$ cat src/rtl/ns_pkg.sv
package ns_pkg;
   typedef enum logic [1:0] {
      OP_NORM    = 2'b00,
      OP_SNORM   = 2'b01,
      OP_SHR     = 2'b10,
      OP_SHR_EXP = 2'b11
   } ns_op_e;
endpackage

$ cat src/rtl/ns_lzc.sv
// Leading-zero counter; an all-zero input reports W.
module ns_lzc #(
   parameter int W  = 16,
   parameter int CW = $clog2(W) + 1
) (
   input  logic [W-1:0]  vec,
   output logic [CW-1:0] cnt
);
   if (CW < $clog2(W) + 1) begin : g_bad_cw
      $error("ns_lzc: CW too narrow for W");
   end

   always_comb begin
      logic found;
      found = 1'b0;
      cnt   = CW'(W);
      for (int i = W - 1; i >= 0; i--) begin
         if (!found && vec[i]) begin
            cnt   = CW'(W - 1 - i);
            found = 1'b1;
         end
      end
   end
endmodule

$ cat src/rtl/ns_shl.sv
// Logarithmic left shifter; amounts of W or more give zero.
module ns_shl #(
   parameter int W  = 16,
   parameter int AW = $clog2(W) + 2
) (
   input  logic [W-1:0]  din,
   input  logic [AW-1:0] amt,
   output logic [W-1:0]  dout
);
   localparam int ST = $clog2(W);

   if (AW < ST + 1) begin : g_bad_aw
      $error("ns_shl: AW cannot express W");
   end

   logic [W-1:0] stg [ST+1];
   assign stg[0] = din;

   for (genvar s = 0; s < ST; s++) begin : g_stage
      assign stg[s+1] = amt[s] ? (stg[s] << (1 << s)) : stg[s];
   end

   assign dout = (amt >= AW'(W)) ? '0 : stg[ST];
endmodule

$ cat src/rtl/ns_shr.sv
// Logarithmic right shifter with a fill bit; amounts of W or more give all fill.
module ns_shr #(
   parameter int W  = 16,
   parameter int AW = $clog2(W) + 2
) (
   input  logic [W-1:0]  din,
   input  logic [AW-1:0] amt,
   input  logic          fill,
   output logic [W-1:0]  dout
);
   localparam int ST = $clog2(W);

   if (AW < ST + 1) begin : g_bad_aw
      $error("ns_shr: AW cannot express W");
   end

   logic [W-1:0] stg [ST+1];
   assign stg[0] = din;

   for (genvar s = 0; s < ST; s++) begin : g_stage
      assign stg[s+1] = amt[s] ? {{(1 << s){fill}}, stg[s][W-1:(1 << s)]} : stg[s];
   end

   assign dout = (amt >= AW'(W)) ? {W{fill}} : stg[ST];
endmodule

$ cat src/rtl/norm_shifter.sv
module norm_shifter
   import ns_pkg::*;
#(
   parameter  int WIDTH = 16,
   localparam int EXP_W = $clog2(2 * WIDTH) + 1
) (
   input  logic             clk,
   input  logic             rst_n,
   input  logic             cmd_valid,
   input  logic [1:0]       cmd_op,
   input  logic             cmd_hi,
   input  logic [WIDTH-1:0] cmd_data,
   input  logic [EXP_W-1:0] cmd_shamt,
   output logic [WIDTH-1:0] res_out,
   output logic [EXP_W-1:0] exp_out,
   output logic             zero_out
);
   localparam int CNT_W = $clog2(WIDTH) + 1;
   localparam logic [EXP_W-1:0] WORD_EXP = EXP_W'(WIDTH);

   if (WIDTH < 4 || (WIDTH & (WIDTH - 1)) != 0) begin : g_bad_width
      $error("norm_shifter: WIDTH must be a power of two, at least 4");
   end

   ns_op_e op;
   assign op = ns_op_e'(cmd_op);

   logic [WIDTH-1:0] res_q, res_d;
   logic [EXP_W-1:0] exp_q, exp_d;
   logic             zero_q, zero_d;

   // leading-zero count and redundant-sign count of the operand
   logic [CNT_W-1:0] lz_cnt, rs_cnt;
   logic [WIDTH-1:0] rs_vec;
   assign rs_vec = {cmd_data[WIDTH-1:1] ^ cmd_data[WIDTH-2:0], 1'b1};

   ns_lzc #(.W(WIDTH), .CW(CNT_W)) u_lz (.vec(cmd_data), .cnt(lz_cnt));
   ns_lzc #(.W(WIDTH), .CW(CNT_W)) u_rs (.vec(rs_vec),   .cnt(rs_cnt));

   logic [EXP_W-1:0] lz_ext, rs_ext;
   assign lz_ext = EXP_W'(lz_cnt);
   assign rs_ext = EXP_W'(rs_cnt);

   logic data_zero, chain_merge;
   assign data_zero   = (cmd_data == '0);
   assign chain_merge = (op == OP_NORM) && !cmd_hi && (exp_q < WORD_EXP);

   // one left shifter for both normalize flavours
   logic [EXP_W-1:0] shl_amt;
   logic [WIDTH-1:0] shl_out;
   assign shl_amt = (op == OP_SNORM) ? rs_ext : lz_ext;
   ns_shl #(.W(WIDTH), .AW(EXP_W)) u_shl (.din(cmd_data), .amt(shl_amt), .dout(shl_out));

   // one right shifter for denormalize and for the low-half merge
   logic [EXP_W-1:0] shr_amt;
   logic             shr_fill;
   logic [WIDTH-1:0] shr_out;
   always_comb begin
      if (chain_merge) begin
         shr_amt  = WORD_EXP - exp_q;
         shr_fill = 1'b0;
      end else begin
         shr_amt  = (op == OP_SHR_EXP) ? exp_q : cmd_shamt;
         shr_fill = cmd_data[WIDTH-1];
      end
   end
   ns_shr #(.W(WIDTH), .AW(EXP_W)) u_shr (.din(cmd_data), .amt(shr_amt), .fill(shr_fill), .dout(shr_out));

   always_comb begin
      res_d  = res_q;
      exp_d  = exp_q;
      zero_d = zero_q;
      unique case (op)
         OP_NORM: begin
            if (cmd_hi) begin
               res_d  = shl_out;
               exp_d  = lz_ext;
               zero_d = data_zero;
            end else if (chain_merge) begin
               res_d  = res_q | shr_out;
               zero_d = ~|(res_q | shr_out);
            end else begin
               res_d  = shl_out;
               exp_d  = WORD_EXP + lz_ext;
               zero_d = data_zero;
            end
         end
         OP_SNORM: begin
            res_d  = shl_out;
            exp_d  = data_zero ? WORD_EXP : rs_ext;
            zero_d = data_zero;
         end
         OP_SHR, OP_SHR_EXP: begin
            res_d  = shr_out;
            zero_d = ~|shr_out;
         end
         default: ;
      endcase
   end

   always_ff @(posedge clk or negedge rst_n) begin
      if (!rst_n) begin
         res_q  <= '0;
         exp_q  <= '0;
         zero_q <= 1'b0;
      end else if (cmd_valid) begin
         res_q  <= res_d;
         exp_q  <= exp_d;
         zero_q <= zero_d;
      end
   end

   assign res_out  = res_q;
   assign exp_out  = exp_q;
   assign zero_out = zero_q;

   // ---------------------------------------------------------------
   p_hold_r9: assert property (@(posedge clk) disable iff (!rst_n)
      !cmd_valid |=> $stable(res_out) && $stable(exp_out) && $stable(zero_out));

   p_norm_msb_r2: assert property (@(posedge clk) disable iff (!rst_n)
      cmd_valid && op == OP_NORM && cmd_hi && cmd_data != '0
      |=> res_out[WIDTH-1] && exp_out < WORD_EXP && !zero_out);

   p_zero_word_r3: assert property (@(posedge clk) disable iff (!rst_n)
      cmd_valid && op == OP_NORM && cmd_hi && cmd_data == '0
      |=> zero_out && res_out == '0 && exp_out == WORD_EXP);

   p_merge_keep_r4: assert property (@(posedge clk) disable iff (!rst_n)
      cmd_valid && op == OP_NORM && !cmd_hi && exp_out < WORD_EXP
      |=> $stable(exp_out));

   p_low_grow_r5: assert property (@(posedge clk) disable iff (!rst_n)
      cmd_valid && op == OP_NORM && !cmd_hi && exp_out >= WORD_EXP
      |=> exp_out >= WORD_EXP);

   p_sign_norm_r6: assert property (@(posedge clk) disable iff (!rst_n)
      cmd_valid && op == OP_SNORM && cmd_data != '0
      |=> (res_out[WIDTH-1] != res_out[WIDTH-2]) || res_out == {1'b1, {(WIDTH-1){1'b0}}});

   p_shr_sign_r7: assert property (@(posedge clk) disable iff (!rst_n)
      cmd_valid && op == OP_SHR
      |=> res_out[WIDTH-1] == $past(cmd_data[WIDTH-1]) && $stable(exp_out));

   p_shr_exp_r8: assert property (@(posedge clk) disable iff (!rst_n)
      cmd_valid && op == OP_SHR_EXP
      |=> $stable(exp_out) && res_out[WIDTH-1] == $past(cmd_data[WIDTH-1]));
endmodule

$ cat config.mk
export PLATFORM = sky130hd
export DESIGN_NAME = norm_shifter
export DESIGN_NICKNAME = d
export VERILOG_FILES = /design/src/rtl/ns_pkg.sv /design/src/rtl/ns_lzc.sv /design/src/rtl/ns_shl.sv /design/src/rtl/ns_shr.sv /design/src/rtl/norm_shifter.sv
export SDC_FILE = /design/constraint.sdc
export NUM_CORES = 1
export LEC_CHECK = 0
export BUFFER_PORTS_ARGS = -buffer_cell sky130_fd_sc_hd__buf_2
export CAP_MARGIN = 20
export CELL_PAD_IN_SITES_DETAIL_PLACEMENT = 0
export CELL_PAD_IN_SITES_GLOBAL_PLACEMENT = 1
export CORE_MARGIN = 2
export CORE_UTILIZATION = 25
export DETAILED_ROUTE_END_ITERATION = 8
export GPL_ROUTABILITY_DRIVEN = 0
export PLACE_DENSITY_LB_ADDON = 0.08
export SYNTH_ARGS = -nofsm -noshare
export SYNTH_HDL_FRONTEND = slang
export SYNTH_SLANG_ARGS = --single-unit
$ cat constraint.sdc
create_clock -name clk -period 3.7 [get_ports clk]
set_clock_uncertainty 0.2 [all_clocks]
set_input_delay 0.555 -clock clk [delete_from_list [all_inputs] [get_ports clk]]
set_output_delay 0.555 -clock clk [all_outputs]
set_load 0.05 [all_outputs]
## Word-level counts from Yosys, hierarchy flattened

Cells that the tools add are included.

- Register bits after elaboration: 23
- Word-level logic and storage cells: 170
- Output and inout port bits: 23

- Equality and inequality tests: 4
- Reductions and logical operators: 70
- Bitwise logic cells: 2
- Add/sub/neg operators: 2
- Order comparisons: 3
- Multiplexer cells: 86

Operators by type and width:

| kind | count |
|---|---|
| two-way mux 16 bit | 12 |
| two-way mux 5 bit | 34 |
| one-hot mux 16 bit (3 select lines) | 1 |
| two-way mux 1 bit | 33 |
| logical NOT 1 bit | 32 |
| OR reduction 16 bit | 2 |
| logical AND 1 bit | 31 |
| two-way mux 6 bit | 4 |
| logical NOT 16 bit | 1 |
| bitwise OR 16 bit | 1 |
| XOR 15 bit | 1 |
| one-hot mux 6 bit (2 select lines) | 1 |
| adder 5 x 5 -> 6 bit, first input constant | 1 |
| greater-or-equal comparator 6 x 5 -> 1 bit, second input constant | 1 |
| < comparator 6 x 5 -> 1 bit, second input constant | 1 |
| subtractor 5 x 6 -> 6 bit, first input constant | 1 |
| greater-or-equal comparator 5 bit, second input constant | 1 |
| equality test 2 bit, second input constant | 2 |
| inequality test 3 bit, second input constant | 1 |
| one-hot mux 1 bit (3 select lines) | 1 |
| AND reduction 3 bit | 1 |
| equality test 2 x 1 -> 1 bit, second input constant | 1 |
| logical NOT 2 bit | 1 |
| nonzero test 2 bit | 1 |
| OR reduction 2 bit | 1 |

## Logic depth before layout (Yosys ltp)

Gate-level depths: netlist of the first run.

- Depth after elaboration: 55
- Depth in mapped cells: 15

## Hierarchy

From an unflattened synthesis of the first run, not the netlist that was laid out.

- Cell total of the unflattened synthesis: 459
- Area total of the unflattened synthesis: 3907.5 µm²

Modules (own cells, without submodules):

| module | cells each | seq. area each (µm²) | instances | area an instance (µm²) |
|---|---|---|---|---|
| norm_shifter | 232 | 575.6 | 1 | 1955.6 |
| ns_shr | 93 | 0.0 | 1 | 940.9 |
| ns_shl | 74 | 0.0 | 1 | 643.1 |
| ns_lzc | 30 | 0.0 | 2 | 183.9 |

## Worst setup path before layout of the first run

OpenSTA, ideal clock, no wires.

- Path kind: in2reg
- Start: in cmd_data[10]
- End: reg res_q[11] (netlist: res_out[11])
- Setup slack: 0.035 ns
- Stages: 13
- Arrival time: 3.346 ns
- Setup time: 0.119 ns
- Path through: clkbuf_1 > inv_1 > ha_1 > nor4_1 > and4_1 > nor3_1 > a221o_1 > buf_2 > buf_2 > mux2i_1 > a2bb2oi_1 > o22ai_1 > o21a_1

- Cells in the longest elaborated chain, start to end: 43
- Elaborated cells on any way between the ends: 97
- Those cells by class: order compare (1); mux (53); bitwise (1); reduce/logical (42)

RTL lines:

| item | RTL line | RTL |
|---|---|---|
| from (decl) | norm_shifter.sv:12 | `input logic [WIDTH-1:0] cmd_data,` |
| XOR 15 bit | norm_shifter.sv:35 | `assign rs_vec = {cmd_data[WIDTH-1:1] ^ cmd_data[WIDTH-2:0], 1'b1};` |
| logical AND 1 bit | ns_lzc.sv:18 | `if (!found && vec[i]) begin` |
| two-way mux 1 bit | ns_lzc.sv:18 |  |
| logical NOT 1 bit | ns_lzc.sv:18 |  |
| logical AND 1 bit | ns_lzc.sv:18 |  |
| two-way mux 1 bit | ns_lzc.sv:18 |  |
| logical NOT 1 bit | ns_lzc.sv:18 |  |
| logical AND 1 bit | ns_lzc.sv:18 |  |
| (+24 left out) | -- |  |
| two-way mux 5 bit or two-way mux 1 bit (tied branches) | ns_lzc.sv:18 |  |
| two-way mux 5 bit | ns_lzc.sv:18 |  |
| two-way mux 5 bit | norm_shifter.sv:51 | `assign shl_amt = (op == OP_SNORM) ? rs_ext : lz_ext;` |
| two-way mux 16 bit (4 in a row) | ns_shl.sv:20 | `assign stg[s+1] = amt[s] ? (stg[s] << (1 << s)) : stg[s];` |
| two-way mux 16 bit (*) | ns_shl.sv:23 | `assign dout = (amt >= AW'(W)) ? '0 : stg[ST];` |
| two-way mux 16 bit | norm_shifter.sv:79 | `end else if (chain_merge) begin` |
| two-way mux 16 bit | norm_shifter.sv:75 | `if (cmd_hi) begin` |
| one-hot mux 16 bit (3 select lines) (*) | norm_shifter.sv:73 | `unique case (op)` |
| to (signal assigned) | norm_shifter.sv:107 | `res_q <= res_d;` |
| to (decl) | norm_shifter.sv:28 | `logic [WIDTH-1:0] res_q, res_d;` |

Every way passes the cells marked *; elsewhere a longest branch is shown, timed or not.
A chain may end at the register's enable or synchronous reset.

## Final worst setup path of the first run

- Start: in cmd_op[0]
- End: reg zero_q (netlist: zero_out)

- Cells in the longest elaborated chain, start to end: 15
- Elaborated cells on any way between the ends: 24
- Those cells by class: order compare (1); eq/ne (3); mux (11); bitwise (1); reduce/logical (8)

RTL lines:

| item | RTL line | RTL |
|---|---|---|
| from (decl) | norm_shifter.sv:10 | `input logic [1:0] cmd_op,` |
| branches (longest 14 deep; another with greater-or-equal comparator 6 x 5 -> 1 bit) | -- |  |
| one-hot mux 1 bit (3 select lines) (*) | norm_shifter.sv:73 |  |
| to (signal assigned) | norm_shifter.sv:109 | `zero_q <= zero_d;` |
| to (decl) | norm_shifter.sv:30 | `logic zero_q, zero_d;` |

Every way passes the cells marked *.

==> results of run 1 <==
[layout by cell type, fill, tap and decap left out, types with 7 or more instances in the layout]
master      n
a21oi_1    32
buf_4     105
o22ai_1     8
o21a_1      7
nand2_1    62
a211oi_1   13
nor4_1     13
buf_2      50
nand3_1    16
o21ai_0    28
dfrtp_1    23
mux2i_1    50
o21ai_1     8
o211ai_1    9
ha_1       11
nand4_1    11
nor2_1     44
mux2_2      7
inv_1      29
[power by group through the flow]
stage | clock network [mW] | logic (mW) | registers, mW
finish | 0.253 | 1.05 | 0.352
global route | 0.267 | 1.13 | 0.360
CTS | 0.257 | 1.05 | 0.352
detailed placement | 0 | 1.05 | 0.357
global placement | 0 | 1.05 | 0.355
floorplan | 0 | 0.502 | 0.515
[worst max-delay path by stage]
stage                  from                      end  slack [ps]  depth (start not counted)
3_3_place_gp      cmd_op[0]     zero_out$_DFFE_PN0P_         -70                         10
2_1_floorplan  cmd_data[10]  res_out[11]$_DFFE_PN0P_          40                         13
4_1_cts           cmd_op[0]     zero_out$_DFFE_PN0P_         180                         10
5_1_grt        cmd_data[15]   res_out[3]$_DFFE_PN0P_          30                         13
6_report          cmd_op[0]     zero_out$_DFFE_PN0P_         170                         10
3_5_place_dp      cmd_op[0]     zero_out$_DFFE_PN0P_         -80                         10
[cell usage after synthesis, drive strengths merged, types with 5 or more instances]
| cell | instances | share of area (%) |
|---|---|---|
| o211ai | 12 | 2.7 |
| nand4 | 11 | 1.8 |
| a2bb2oi | 5 | 1.1 |
| a31oi | 6 | 0.96 |
| o21a | 7 | 1.3 |
| buf | 13 | 2.3 |
| a21oi | 32 | 4.1 |
| nor2 | 46 | 4.7 |
| mux2 | 12 | 3.5 |
| a221o | 5 | 1.3 |
| inv | 29 | 2.8 |
| o22ai | 8 | 1.3 |
| nand2 | 63 | 6.1 |
| nand3 | 16 | 2.0 |
| ha | 11 | 3.5 |
| xor2 | 6 | 1.3 |
| nor4 | 15 | 2.9 |
| dfrtp | 23 | 15 |
| mux2i | 51 | 13 |
| nor3 | 6 | 0.77 |
| a211oi | 13 | 2.5 |
| clkbuf | 25 | 2.4 |
| o21ai | 37 | 4.8 |
[through the flow]
step	setup slack (ps)	instances	TNS, ps	hold slack [ps]
finish	166	869	0	96.6
global placement	-72.8	865	-145	309
CTS	179	869	0	106
floorplan	35.1	535	0	59.4
detailed placement	-80.3	865	-256	317
global route	25.1	869	0	133
[registers in the layout, indices dropped and copies added (netlist names)]
name and count:
zero_out 1, res_out 16, exp_out 6
[routing by layer]
metal	GRT usage, %	vias up
met5	0	-
met4	1.79	0
met3	1.45	6
met2	33.9	113
met1	31.6	2276
li1	-	2277
[what timing repair did]
action | CTS | global route
gates resized for setup | 0 | 1
setup endpoints to repair | 0 | 2
hold endpoints to repair | 0 | 0
[layout make-up]
type | count | area, um2 | share of cell area, %
multi-input cells | 445 | 3050 | 59.1
repair buffers | 157 | 1080 | 20.9
flip-flops and latches | 23 | 576 | 11.1
well taps | 211 | 264 | 5.11
inverters | 29 | 109 | 2.11
clock buffers | 3 | 75.1 | 1.45
clock inverters | 1 | 7.51 | 0.145
[kinds of logic (layout without fill, tap and decap cells)]
group	Yosys count	after routing	share of synthesized area, %
muxes	64	64	17.5
AOI/OAI and AO/OA	176	176	31.7
xor gates and xnor gates	8	8	1.79
adders and majority gates	11	11	3.51
DFF	23	23	14.7
buffers and inverters	67	190	7.50
and+or+nand+nor	186	186	23.4
==> flow_summary.yaml, run 1 <==
sta:
  fin_crit_ps: 3530
  slew_headroom_pct: 59.8
  max_freq_mhz: 283
  slew_violations: 0
  finalCritPeriodShare_pct: 95.5
  rsz0062_at_grt: "false"
  finalHoldViolCount: 0
  setup_violations: 0
  tightest_slew_ps: 603
global_route:
  first_global_vias: 4529
  grt_max_degree: 24
  antenna_found_initial: 0
  grt_usage_pct: 20.9
  overflow: 0
  grt_pass1_wl_um: 26900
yosys:
  syn_inst: 535
  syn_area_um2: 3920
  synth-seq-cells: 23
  synth_edf_count: 0
  synth_cell_types: 80
  async_flop_share_pct: 100
  synth-seq-area-share_pct: 14.7
  yosys_warnings: 0
  syn_avg_cell_area_um2: 7.33
  ys.flop_type: "dfrtp_1"
  syn-num-nets: 574
floorplanning:
  chipHeight_um: 129
  dieArea_um2: 16700
  chipWidth_um: 129
  core_area_um2: 15300
  rows: 45
  initial_core_util_pct: 25.7
  io_pins: 51
detailed_routing:
  vias: 4672
  antenna_left: 0
  drcViolationCount: 0
  finalWirelength_um: 17500
  via_per_inst: 5.38
  drtIter0Drc: 399
  wl_met3_um: 618
  wl_per_cell_um: 20.2
  wl_met2_um: 8090
  wirelength_met1_um: 8750
  firstDrtPassIters: 5
  top_layer: "met4"
clock_tree:
  cts_hold_buf: 0
  clk_pin_slew_ps: 70
  post_cts_buffers: 0
  cts_max_level: 1
  tritoncts: "yes"
  clock_path_buffers: 2
  clk_latency_ps: 270
  clock_sinks: 23
  root_buffer: "clkbuf_16"
  numCtsBuffers: 3
critical_path:
  reg2reg_depth: 9
  worst_path_max_delay_cell: "or4_1"
  crit_chain: "buf_2, or4_1, buf_4, nor2_4, mux2_2, or2_2, or3_1, o2111ai_1, nand4b_1, o31ai_1"
  r2r-start: "exp_out[5]$_DFFE_PN0P_"
  cp_max_fo: 9
  critPathCaptureType: "flop"
  worstSetupPathType: "primary input to flop"
  crit_family: "simple AND/OR/NAND/NOR gates"
  r2r_slack_ps: 230
  arrival_ps: 3500
  crit_path_start_kind: "primary input"
  crit_path_max_incr_delay_ps: 650
  timing.rr.end: "zero_out$_DFFE_PN0P_"
  path_buf_inv: 2
  cp_data_required_time_ps: 3670
power:
  power.switching_uw: 816
  clockPowerShare_pct: 15.3
  p_comb_share_pct: 63.5
  ir_drop_mv: 0.181
  total_power_mw: 1.66
  seq_power_share_pct: 21.2
  p_leak_nw: 2.34
  p_int_uw: 842
  power_density_nw_per_um2: 321
  p_sw_share_pct: 49.2
min_path:
  hold_path.class: "primary input to asynchronous set/reset pin"
layout:
  area_growth_pct: 31.7
  fillerInstances: 1659
  post-route-util_pct: 33.8
  n_antenna_cell: 0
  stdcell_area_um2: 5160
  drive_gt1_share_pct: 28.9
  final_nets: 698
job:
  drv_cap: 0
place:
  placed_area_um2: 5080
  dp.final_hpwl_um: 14300
  portBuffers: 50
outcome:
  status: "completed"
(Power assumes the default switching activity.)
==> run 2, diff against run 1 <==
Settings changed: CELL_PAD_IN_SITES_DETAIL_PLACEMENT 0 to not set, CELL_PAD_IN_SITES_GLOBAL_PLACEMENT 1 to not set.
==> run 2 against run 1 <==
Non-clock buffer count is 17 lower. Sequential share of layout area increased by 0.27 points. Sequential cell count did not move. Utilization fell by 0.81 points. Critical endpoint is now res_out[10]$_DFFE_PN0P_. Largest cell class unchanged. Largest power group unchanged.
==> flow_summary.yaml, run 2 (synthesis results as in run 1) <==
outcome:
  status: "completed"
critical_path:
  timing.rr.end: "res_out[0]$_DFFE_PN0P_"
  crit_top_cell: "mux2i_1"
  reg2reg_depth: 12
  crit_family: "compound AO/OA/AOI/OAI gates"
  arrival_ps: 3510
  cp_max_fo: 5
  crit_path_start: "cmd_data[6]"
  endpoint: "res_out[10]$_DFFE_PN0P_"
  cp_data_required_time_ps: 3700
  r2r_slack_ps: 430
  crit_path_start_kind: "primary input"
  worstSetupPathType: "primary input to flop"
  critPathCaptureType: "flop"
  cp_num_cells: 14
  crit_path_max_incr_delay_ps: 390
  path_buf_inv: 3
  crit_chain: "buf_2, inv_1, ha_1, or2_2, nor4_1, and4_1, nor3_1, a221o_1, buf_4, mux2i_1, mux2i_1, a2bb2oi_1, o221ai_1, o21a_1"
  worst_path_max_delay_cell: "a221o_1"
  r2r-start: "exp_out[5]$_DFFE_PN0P_"
global_route:
  grt_usage_pct: 21.1
  met3_usage_pct: 1.32
  first_global_vias: 4721
  grt_use_met2_pct: 33.9
  overflow: 0
  grt-busiest-layer: "met2"
  grt_pass1_wl_um: 27400
  grt_max_degree: 24
  antenna_found_initial: 0
  gr-usage-met1_pct: 31.1
floorplanning:
  core_area_um2: 15300
  io_pins: 51
  initial_core_util_pct: 25.7
  rows: 45
  dieArea_um2: 16700
  chipWidth_um: 129
  chipHeight_um: 129
place:
  dp.final_hpwl_um: 14100
  portBuffers: 50
  placed_cells: 848
  pre_cts_ws_ps: 5.90
clock_tree:
  root_buffer: "clkbuf_16"
  clock_path_buffers: 2
  numCtsBuffers: 3
  cts_hold_buf: 0
  clock_sinks: 23
  tritoncts: "yes"
  cts_max_level: 1
  clk_pin_slew_ps: 70
  clk_latency_ps: 260
detailed_routing:
  drcViolationCount: 0
  antenna_left: 0
  vias: 4709
  drtIter0Drc: 394
  wl_per_cell_um: 20.5
  firstDrtPassIters: 5
  finalWirelength_um: 17500
  via_per_inst: 5.53
power:
  p_comb_share_pct: 63.4
  ir_drop_mv: 0.211
  power.switching_uw: 817
  clockPowerShare_pct: 15.0
  p_int_uw: 827
  p_leak_nw: 2.26
  power_density_nw_per_um2: 326
  p_sw_share_pct: 49.7
  seq_power_share_pct: 21.6
sta:
  finalCritPeriodShare_pct: 94.8
  fin_crit_ps: 3510
  finalSetupTns_ps: 0
  slew_violations: 0
  tightest_slew_ps: 552
  finalHoldViolCount: 0
  fin_ws_ps: 194
  setup_violations: 0
  slew_headroom_pct: 63.2
  rsz0062_at_grt: "false"
  max_freq_mhz: 285
layout:
  area_growth_pct: 28.5
  fillerInstances: 1657
  final_nets: 681
  mostFrequentLayoutCells: "buf_4, nand2_1, mux2i_1, buf_2, nor2_1"
  drive_gt1_share_pct: 27.0
  largest_reg_flops: 16
  final_common_cell: "buf_4"
  post-route-util_pct: 33.0
  fin_cells: 852
  n_antenna_cell: 0
job:
  drv_cap: 0
min_path:
  hold_path.class: "primary input to asynchronous set/reset pin"
run 2: area by class of cell:
type	count	area, um2	share of cell area, %
sequential	23	576	11.4
clock inverter	1	7.51	0.149
clock buffer	3	75.1	1.49
timing repair buffer	140	951	18.9
inverter	29	109	2.16
multi-input combinational	445	3060	60.7
tap	211	264	5.24
run 2: power groups by stage:
| stage | clock network (mW) | registers [mW] | logic (mW) |
|---|---|---|---|
| CTS | 0.252 | 0.354 | 1.03 |
| floorplan | 0 | 0.515 | 0.502 |
| detailed placement | 0 | 0.360 | 1.03 |
| global route | 0.265 | 0.361 | 1.12 |
| finish | 0.247 | 0.354 | 1.04 |
| global placement | 0 | 0.358 | 1.04 |
run 2: how the worst min path moves through the flow:
stage	startpoint	end	slack [ps]	depth (start not counted)
final	rst_n	exp_out[5]$_DFFE_PN0P_	80	1
after global routing	rst_n	res_out[5]$_DFFE_PN0P_	130	1
after CTS	rst_n	res_out[0]$_DFFE_PN0P_	100	1
after detailed placement	res_out[1]$_DFFE_PN0P_	res_out[1]$_DFFE_PN0P_	340	2
after global placement	res_out[10]$_DFFE_PN0P_	res_out[10]$_DFFE_PN0P_	340	1
after floorplan	rst_n	exp_out[0]$_DFFE_PN0P_	60	0
run 2: layer usage:
| metal | vias up | wire length (um) |
|---|---|---|
| met4 | 0 | 274 |
| li1 | 2244 | - |
| met1 | 2267 | 8420 |
| met5 | - | 0 |
| met3 | 20 | 927 |
| met2 | 178 | 7880 |
run 2: timing repair:
action | in CTS | in global routing
buffers inserted | 0 | 0
resized for setup | 0 | 1
endpoints found under the setup margin | 0 | 1
run 2: through the flow:
step / total power [mW] / hold slack, ps / cell area [um2]
2_1_floorplan: 1.02 / 59.4 / 3920
3_3_place_gp: 1.39 / 336 / 4950
3_5_place_dp: 1.39 / 337 / 4950
4_1_cts: 1.64 / 102 / 5030
5_1_grt: 1.75 / 126 / 5040
6_report: 1.64 / 77.8 / 5040
run 2: worst register-to-register path: cells and delay by family, from the launching register on:
kind	cells	cell delay (ps)
flops	1	380
compound gates	5	960
mux	3	560
buf+inv	2	340
simple gates	2	710
==> run 3, diff against run 2 <==
Settings changed: CELL_PAD_IN_SITES_DETAIL_PLACEMENT set to 0, CELL_PAD_IN_SITES_GLOBAL_PLACEMENT set to 2.
==> run 3 against run 2 <==
Non-clock buffer count grew 5. Final area up 1.1%. Final cell count up 0.59%. Clock power barely moved. Setup slack gained 11 ps. Worst hold slack improved by 6.2 ps. Combinational power barely moved. Critical path type unchanged.
==> flow_summary.yaml, run 3 (synthesis results as in run 1) <==
layout:
  fillerInstances: 1670
  stdcell_area_um2: 5090
  n_antenna_cell: 0
  largest_reg_flops: 16
  drive_gt1_share_pct: 27.2
  fin_cells: 857
  final_common_cell: "buf_4"
  area_growth_pct: 29.9
  final_nets: 686
  mostFrequentLayoutCells: "buf_4, nand2_1, mux2i_1, buf_2, nor2_1"
sta:
  slew_violations: 0
  fin_ws_ps: 204
  timing.hold.ws_ps: 84.0
  finalSetupTns_ps: 0
  finalCritPeriodShare_pct: 94.5
  fin_crit_ps: 3500
  rsz0062_at_grt: "false"
  setup_violations: 0
  finalHoldViolCount: 0
  max_freq_mhz: 286
  slew_headroom_pct: 62.1
  tightest_slew_ps: 568
min_path:
  hold_path.class: "primary input to asynchronous set/reset pin"
detailed_routing:
  antenna_left: 0
  drcViolationCount: 0
  firstDrtPassIters: 5
  drtIter0Drc: 363
  vias: 4758
  via_per_inst: 5.55
  wl_per_cell_um: 21.2
  finalWirelength_um: 18200
power:
  p_leak_nw: 2.29
  power_density_nw_per_um2: 328
  ir_drop_mv: 0.242
critical_path:
  reg2reg_depth: 10
  critPathCaptureType: "flop"
  crit_path_max_incr_delay_ps: 480
  r2r-start: "exp_out[5]$_DFFE_PN0P_"
  cp_max_fo: 7
  cp_data_required_time_ps: 3660
  r2r_slack_ps: 390
  arrival_ps: 3450
  timing.rr.end: "res_out[3]$_DFFE_PN0P_"
  worstSetupPathType: "primary input to flop"
  crit_path_start: "cmd_data[14]"
  crit_path_start_kind: "primary input"
  crit_chain: "buf_2, inv_1, ha_1, or3b_1, nor3_1, o2bb2ai_1, nand3_1, a221o_1, buf_4, a21oi_1, a21oi_1, a311o_1, a31o_1"
  crit_top_cell: "a21oi_1"
  worst_path_max_delay_cell: "a221o_1"
clock_tree:
  numCtsBuffers: 3
  clock_path_buffers: 2
  root_buffer: "clkbuf_16"
  post_cts_buffers: 0
  cts_hold_buf: 0
  clk_pin_slew_ps: 70
  tritoncts: "yes"
  clk_latency_ps: 260
  post_cts_resized: 0
  cts_max_level: 1
  clock_sinks: 23
global_route:
  overflow: 0
  grt_max_degree: 28
  first_global_vias: 4643
  grt_usage_pct: 21.6
  grt_pass1_wl_um: 27600
  antenna_found_initial: 0
place:
  pre_cts_ws_ps: -57.2
  portBuffers: 50
  placed_cells: 853
  placed_area_um2: 5010
  dp.final_hpwl_um: 14700
floorplanning:
  io_pins: 51
  core_area_um2: 15300
  chipHeight_um: 129
  dieArea_um2: 16700
  initial_core_util_pct: 25.7
  chipWidth_um: 129
  rows: 45
outcome:
  status: "completed"
job:
  drv_cap: 0
[run 3: changes by cell type in the layout (fill, tap and decap cells not counted)]
cell        previous run  this run
buf_4                 88        91
buf_12                 2         4
clkbuf_1               0         1
clkinvlp_4             1         0
nor3_1                 5         6
nor3_2                 1         0
[run 3: layout make-up]
class,count,area (um2),share of cell area [%]
repair buffers,145,1010,19.9
inverters,29,109,2.14
flip-flops and latches,23,576,11.3
multi-input cells,445,3050,59.9
well taps,211,264,5.18
clock buffers,4,78.8,1.55
[run 3: metrics by stage]
| stage | utilization, % | power (mW) |
|---|---|---|
| 6_report | 33.4 | 1.67 |
| 5_1_grt | 33.4 | 1.76 |
| 4_1_cts | 33.4 | 1.67 |
| 3_5_place_dp | 32.9 | 1.42 |
| 3_3_place_gp | 32.9 | 1.42 |
| 2_1_floorplan | - | 1.02 |
[run 3: routing by layer]
layer  up-vias  routed length [um]  global-route usage (%)
li1       2252                   -                       -
met1      2343                8830                    30.7
met2       138                8050                    34.2
met3        25                 890                    3.26
met4         0                 428                    5.37
met5         -                   0                       0
[run 3: worst max-delay path: cells and delay by family]
kind	cells	cell delay, ps
simple gates	3	820
fa+ha+maj	1	190
buf+inv	3	390
compound gates	6	1490
[run 3: worst max-delay path by stage]
stage / endpoint / slack, ps / cells after the start
global route: res_out[3]$_DFFE_PN0P_ / 70 / 13
detailed placement: res_out[3]$_DFFE_PN0P_ / -60 / 13
CTS: res_out[3]$_DFFE_PN0P_ / 220 / 13
finish: res_out[3]$_DFFE_PN0P_ / 200 / 13
global placement: res_out[3]$_DFFE_PN0P_ / -30 / 13
floorplan: res_out[11]$_DFFE_PN0P_ / 40 / 13
[run 3: power by group]
group	switching (mW)	internal (mW)
logic	0.668	0.396
registers	0.0619	0.299
clock network	0.0995	0.148
total	0.829	0.842
